### config.mk
export PLATFORM = sky130hd
export DESIGN_NAME = sar_adc_ctrl
export DESIGN_NICKNAME = d
export VERILOG_FILES = /design/src/rtl/sar_adc_pkg.sv /design/src/rtl/sar_cfg_shadow.sv /design/src/rtl/sar_spi_frame.sv /design/src/rtl/sar_adc_ctrl.sv
export SDC_FILE = /design/constraint.sdc
export NUM_CORES = 1
export LEC_CHECK = 0
export ABC_AREA = 1
export CAP_MARGIN = 10
export CORE_ASPECT_RATIO = 1.2
export CORE_MARGIN = 2
export CORE_UTILIZATION = 55
export DETAILED_ROUTE_END_ITERATION = 12
export DONT_BUFFER_PORTS = 1
export PLACE_DENSITY_LB_ADDON = 0.08
export SYNTH_ARGS = -nofsm -noshare
export SYNTH_HDL_FRONTEND = slang
export SYNTH_SLANG_ARGS = --single-unit
### constraint.sdc
create_clock -name clk_i -period 2.47 [get_ports clk_i]
set_input_delay 0.247 -clock clk_i [delete_from_list [all_inputs] [get_ports clk_i]]
set_output_delay 0.247 -clock clk_i [all_outputs]
set_load 0.01 [all_outputs]
### src/rtl/sar_adc_pkg.sv
package sar_adc_pkg;
  localparam int CFG_W   = 14;
  localparam int FRAME_W = 16;
  localparam int CH_LSB  = 7;
  localparam int CH_FLD  = 3;

  typedef enum logic [1:0] {C_BOOT, C_IDLE, C_RUN, C_WRITE} ctrl_state_e;
  typedef enum logic [1:0] {F_IDLE, F_XFER, F_GAP} frame_state_e;

  function automatic logic [CFG_W-1:0] boot_cfg(input logic [2:0] ref_code);
    logic [CFG_W-1:0] w;
    w        = '0;
    w[13]    = 1'b1;      // apply update
    w[12:10] = 3'd7;      // unipolar, ground referenced
    w[6]     = 1'b1;      // full bandwidth
    w[5:3]   = ref_code;
    w[0]     = 1'b1;      // no readback
    return w;
  endfunction
endpackage

### src/rtl/sar_cfg_shadow.sv
module sar_cfg_shadow
  import sar_adc_pkg::*;
#(
  parameter logic [CFG_W-1:0] INIT = '0
) (
  input  logic              clk_i,
  input  logic              rst_ni,
  input  logic              ch_we_i,
  input  logic [CH_FLD-1:0] ch_i,
  input  logic              full_we_i,
  input  logic [CFG_W-1:0]  full_i,
  output logic [CFG_W-1:0]  cfg_o
);
  logic [CFG_W-1:0] cfg_q;

  always_ff @(posedge clk_i or negedge rst_ni) begin
    if (!rst_ni) begin
      cfg_q <= INIT;
    end else if (full_we_i) begin
      cfg_q <= full_i;
    end else if (ch_we_i) begin
      cfg_q[CH_LSB +: CH_FLD] <= ch_i;
    end
  end

  assign cfg_o = cfg_q;
endmodule

### src/rtl/sar_spi_frame.sv
module sar_spi_frame
  import sar_adc_pkg::*;
#(
  parameter int W   = 16,
  parameter int DIV = 4,
  parameter int GAP = 500
) (
  input  logic         clk_i,
  input  logic         rst_ni,
  input  logic         start_i,
  input  logic [W-1:0] tx_i,
  output logic         ready_o,
  output logic         done_o,
  output logic [W-1:0] rx_o,
  output logic         sclk_o,
  output logic         cs_no,
  output logic         mosi_o,
  input  logic         miso_i
);
  localparam int HALF   = DIV / 2;
  localparam int DIV_W  = (HALF > 1) ? $clog2(HALF) : 1;
  localparam int EDGE_W = $clog2(2 * W);
  localparam int GAP_W  = (GAP > 1) ? $clog2(GAP) : 1;

  frame_state_e      st_q;
  logic [DIV_W-1:0]  div_q;
  logic [EDGE_W-1:0] edge_q;
  logic [GAP_W-1:0]  gap_q;
  logic [W-1:0]      tx_q, rx_q;
  logic              sclk_q, cs_q, done_q;

  always_ff @(posedge clk_i or negedge rst_ni) begin
    if (!rst_ni) begin
      st_q   <= F_IDLE;
      div_q  <= '0;
      edge_q <= '0;
      gap_q  <= '0;
      tx_q   <= '0;
      rx_q   <= '0;
      sclk_q <= 1'b0;
      cs_q   <= 1'b1;
      done_q <= 1'b0;
    end else begin
      done_q <= 1'b0;
      unique case (st_q)
        F_IDLE: if (start_i) begin
          cs_q   <= 1'b0;
          tx_q   <= tx_i;
          div_q  <= '0;
          edge_q <= '0;
          st_q   <= F_XFER;
        end
        F_XFER: begin
          if (div_q == DIV_W'(HALF - 1)) begin
            div_q  <= '0;
            sclk_q <= ~sclk_q;
            edge_q <= edge_q + 1'b1;
            if (!sclk_q) rx_q <= {rx_q[W-2:0], miso_i};   // rising: sample
            else         tx_q <= {tx_q[W-2:0], 1'b0};     // falling: advance
            if (edge_q == EDGE_W'(2 * W - 1)) begin
              cs_q   <= 1'b1;
              done_q <= 1'b1;
              gap_q  <= '0;
              st_q   <= F_GAP;
            end
          end else begin
            div_q <= div_q + 1'b1;
          end
        end
        F_GAP: begin
          if (gap_q == GAP_W'(GAP - 1)) st_q <= F_IDLE;
          else                          gap_q <= gap_q + 1'b1;
        end
        default: st_q <= F_IDLE;
      endcase
    end
  end

  assign ready_o = (st_q == F_IDLE);
  assign done_o  = done_q;
  assign rx_o    = rx_q;
  assign sclk_o  = sclk_q;
  assign cs_no   = cs_q;
  assign mosi_o  = tx_q[W-1];
endmodule

### src/rtl/sar_adc_ctrl.sv
module sar_adc_ctrl
  import sar_adc_pkg::*;
#(
  parameter int NUM_CH     = 8,
  parameter int RES        = 16,
  parameter int SCLK_DIV   = 4,
  parameter int GAP_CYCLES = 500,
  parameter int REF_SEL    = 1,
  localparam int CH_W      = (NUM_CH > 1) ? $clog2(NUM_CH) : 1
) (
  input  logic                clk_i,
  input  logic                rst_ni,
  input  logic                req_valid_i,
  input  logic [CH_W-1:0]     req_ch_i,
  input  logic                cfg_wr_i,
  input  logic [CFG_W-1:0]    cfg_data_i,
  output logic                busy_o,
  output logic                res_valid_o,
  output logic [FRAME_W-1:0]  res_data_o,
  output logic                sclk_o,
  output logic                cs_no,
  output logic                mosi_o,
  input  logic                miso_i
);
  localparam int SHIFT = FRAME_W - RES;
  localparam logic [CFG_W-1:0] BOOT_WORD = boot_cfg(3'(REF_SEL));
  localparam int BOOT_FRAMES = 5;   // one config write, two dummy conversions

  ctrl_state_e        st_q;
  logic [2:0]         frames_q;
  logic               inflight_q;
  logic [CH_W-1:0]    act_ch_q, req_ch_q;
  logic               res_valid_q;
  logic [FRAME_W-1:0] res_q;

  logic               accept_req, accept_wr, eng_start, eng_ready, eng_done;
  logic [FRAME_W-1:0] eng_rx;
  logic [CFG_W-1:0]   shadow;

  assign accept_req = (st_q == C_IDLE) && req_valid_i;
  assign accept_wr  = (st_q == C_IDLE) && !req_valid_i && cfg_wr_i;
  assign eng_start  = (st_q != C_IDLE) && eng_ready && !inflight_q;

  sar_cfg_shadow #(.INIT(BOOT_WORD)) u_shadow (
    .clk_i     (clk_i),
    .rst_ni    (rst_ni),
    .ch_we_i   (accept_req),
    .ch_i      (CH_FLD'(req_ch_i)),
    .full_we_i (accept_wr),
    .full_i    (cfg_data_i),
    .cfg_o     (shadow)
  );

  sar_spi_frame #(.W(FRAME_W), .DIV(SCLK_DIV), .GAP(GAP_CYCLES)) u_frame (
    .clk_i   (clk_i),
    .rst_ni  (rst_ni),
    .start_i (eng_start),
    .tx_i    ({shadow, 2'b00}),
    .ready_o (eng_ready),
    .done_o  (eng_done),
    .rx_o    (eng_rx),
    .sclk_o  (sclk_o),
    .cs_no   (cs_no),
    .mosi_o  (mosi_o),
    .miso_i  (miso_i)
  );

  always_ff @(posedge clk_i or negedge rst_ni) begin
    if (!rst_ni) begin
      st_q        <= C_BOOT;
      frames_q    <= 3'(BOOT_FRAMES);
      inflight_q  <= 1'b0;
      act_ch_q    <= '0;
      req_ch_q    <= '0;
      res_valid_q <= 1'b0;
      res_q       <= '0;
    end else begin
      res_valid_q <= 1'b0;
      if (eng_start) inflight_q <= 1'b1;
      if (st_q == C_IDLE) begin
        if (accept_req) begin
          req_ch_q <= req_ch_i;
          frames_q <= (req_ch_i == act_ch_q) ? 3'd2 : 3'd3;
          st_q     <= C_RUN;
        end else if (accept_wr) begin
          act_ch_q <= cfg_data_i[CH_LSB +: CH_W];
          frames_q <= 3'd1;
          st_q     <= C_WRITE;
        end
      end else if (eng_done) begin
        inflight_q <= 1'b0;
        frames_q   <= frames_q - 1'b1;
        if (frames_q == 3'd1) begin
          st_q <= C_IDLE;
          if (st_q == C_RUN) begin
            res_valid_q <= 1'b1;
            res_q       <= eng_rx >> SHIFT;
            act_ch_q    <= req_ch_q;
          end
        end
      end
    end
  end

  assign busy_o      = (st_q != C_IDLE);
  assign res_valid_o = res_valid_q;
  assign res_data_o  = res_q;
endmodule


==> impl_results.md <==
- Fin cells: 577
- I/O Buffers: 0
- Worst-Margin Slew: 0.784 ns
- Total power divided by cell area: 573 nW/um2
- Reg clk slew, reported paths: 0.09 ns
- Setup Viol. Count Final: 0
- Post-synth ARST share: 100%
- Leak Pwr: 2.25 nW
- Clock Tree Root: clkbuf_8
- Synth Register Bits: 93
- Multiplexer share of the synthesized area: 0%
- XOR/XNOR Fraction of Synth Area: 1.49%
- Post-synth top area cell: dfrtp_1
- CP max stage delay: 0.45 ns
- RSZ-0062 raised after global routing: false
- Syn Nets: 497
- Slew headroom: 47.6%
- Layout cells sized above 1: 10.5%
- Simple-Gate Fraction of Synth Area: 20.6%
- Post_cts resized: 0
- Vias in the first global route: 2,872
- Final worst path period share: 75.6%
- Initial Utilization: 56.6%
- Die W: 83.0 um
- TNS Setup: 0 ns
- Largest net degree at the start of global routing: 94
- Worst vdd ir: 394 uV
- Worst setup EP type: register
- Count leader, synth: nand2_1
- Total GRT Usage: 19.3%
- Syn Std Cell Area: 4120 um2
- DIE HEIGHT: 98.8 um
- DRT Wirelength: 7340 um
- Post-route DRC violation count: 0
- List of most frequent post-synthesis cells: nand2_1 (156), dfrtp_1 (83), o21ai_0 (56)
- Critical path, cell by cell: nand2_1 > nand4_1 > nand2_2 > nand3_1 > o21ai_0
- Worst-Skew Late Latency: 0.36 ns
- TritonCTS Buffers: 9
- Worst Path Buf+Inv: 0
- CP Class: reg -> reg
- Final ANT Viol Nets: 0
- CORE AREA: 7270 um2
- DP Wirelength: 4850 um
- Minimum clock period: 1.87 ns
- Post-synth top area share: 50.5%
- Num rows: 34
- Average size of a mapped cell: 8.76 um2
- First-pass GRT wire length: 12,800 um
- Mapped Cells: 470
- CP startpoint kind: register
- Fmax achieved: 0.536 GHz
- Final Wtd Congestion: 0.753
- Synth Warn #: 0
- Adder-cell share of the synthesized area: 1.52%
- Largest family of logic cells by synthesized area: simple AND/OR/NAND/NOR gates
- Post-layout util: 61.8%
- Total gr overflow: 0
- Area Growth Syn to Fin: 9.24%
- CP required: 2.75 ns
- Worst Path Arrival: 2.15 ns
- # diodes: 0
- Initial antenna violation count: 0
- Top Family by Delay on Critical Path: simple AND/OR/NAND/NOR gates
- Hold Vio Cnt, Final: 0
- Fin. max-slew vios: 0
- Clk buf depth: 2
- Via count: 2,943
- Post-synth top flop: dfrtp_1
- Total Nets Final: 509
- Die ar.: 8200 um2
- Top post-synthesis cells by area: dfrtp_1 (50%), nand2_1 (14%), o21ai_0 (6.8%)
- Post-synth EDFFs: 0
- Status: completed
- H-tree Lvls: 3
- Placed cells: 547
- Hold Crit Class: in -> reg
- Max Clock Skew: 0.0114 ns
- Yosys cell types: 31
- Via density: 5.10
- First-pass iteration count of the detailed router: 4
- Crit path max-delay cell type: nand2_2
- Post-synthesis compound-gate area fraction: 12.0%
- Routed WL per cell: 12.7 um
- Drt initial violations: 121
- CTS tree: done
- Ports: 43
- CTS Hold Bufs: 14
- # Post-CTS Setup Buffers: 0
- Worst Path Max Fanout: 28
- Clock sink count: 93
- Part of the Yosys area used for sequential elements: 56.8%
- Maxcap violations: 0
[metal layers]
metal / vias to the layer above / track usage, % / wire length, um
met5: - / 0 / 0
met4: 0 / 6.56 / 111
met2: 44 / 32.4 / 3630
met1: 1395 / 23.7 / 3280
met3: 8 / 6.28 / 316
li1: 1496 / - / -
[path summary, 6_finish.rpt]
path / slack, ns / start / end / cells after the start
setup / recovery: 0.60 / st_q[0] / u_frame.tx_q[2] / 5
hold / removal: 0.02 / cfg_data_i[7] / u_shadow.cfg_o[7] / 2
setup reg to reg: 0.60 / st_q[0] / u_frame.tx_q[2] / 5
hold reg to reg: 0.47 / u_shadow.cfg_o[11] / u_shadow.cfg_o[11] / 2
max in group asynchronous: 1.61 / rst_ni / u_shadow.cfg_o[12] / 2
min in group asynchronous: 0.49 / rst_ni / act_ch_q[0] / 2
[area by class of cell]
type                       count  area, um2
sequential                    93       2340
clock inverter                 7       68.8
tap                           90        113
multi-input combinational    306       1470
fill                         651       2780
timing repair buffer          17        180
inverter                      55        206
clock buffer                   9        124
[cells in the final DEF (no fill, tap or decap), drive strengths merged, types with 4 or more instances in the layout]
cell type,Yosys,routed
dlygate4sd3,0,13
buf,11,4
dfrtp,83,83
o21ai,72,72
nand3,24,24
nand2,158,158
nor2,22,22
ha,5,5
inv,55,58
clkbuf,5,9
xor2,6,6
a21oi,6,6
dfstp,10,10
[sequential cells by signal (all words and copies together) (netlist names), 2 cells and up]
register	cells
u_shadow.cfg_o	14
u_frame.gap_q	9
act_ch_q	3
u_frame.st_q	2
st_q	2
u_frame.tx_q	14
u_frame.edge_q	5
res_data_o	16
frames_q	3
u_frame.rx_o	16
req_ch_q	3
[power breakdown]
| group | leakage (nW) | internal, mW | total, mW | switching, mW |
|---|---|---|---|---|
| Clock | 0.0911 | 0.390 | 0.963 | 0.573 |
| Combinational | 0.967 | 0.0285 | 0.0756 | 0.0470 |
| Sequential | 1.19 | 1.53 | 1.54 | 0.00519 |
[cell families after synthesis]
kind of cell,Yosys count
AOI/OAI and AO/OA,84
buffers and inverters,71
and+or+nand+nor,210
adders and majority gates,5
DFF,93
xor gates and xnor gates,7
[through the flow]
stage / setup WS [ns] / instance area (um2) / power [mW] / hold slack, ns
after CTS: 0.623 / 4500 / 2.62 / 0.00497
after global placement: 0.705 / 4150 / 1.59 / -0.0468
after floorplan: 1.06 / 4120 / 1.59 / -0.0486
final: 0.604 / 4500 / 2.58 / 0.0244
after detailed placement: 0.629 / 4150 / 1.59 / -0.0466
after global routing: 0.379 / 4500 / 2.69 / 0.0143
(Power assumes the default switching activity.)
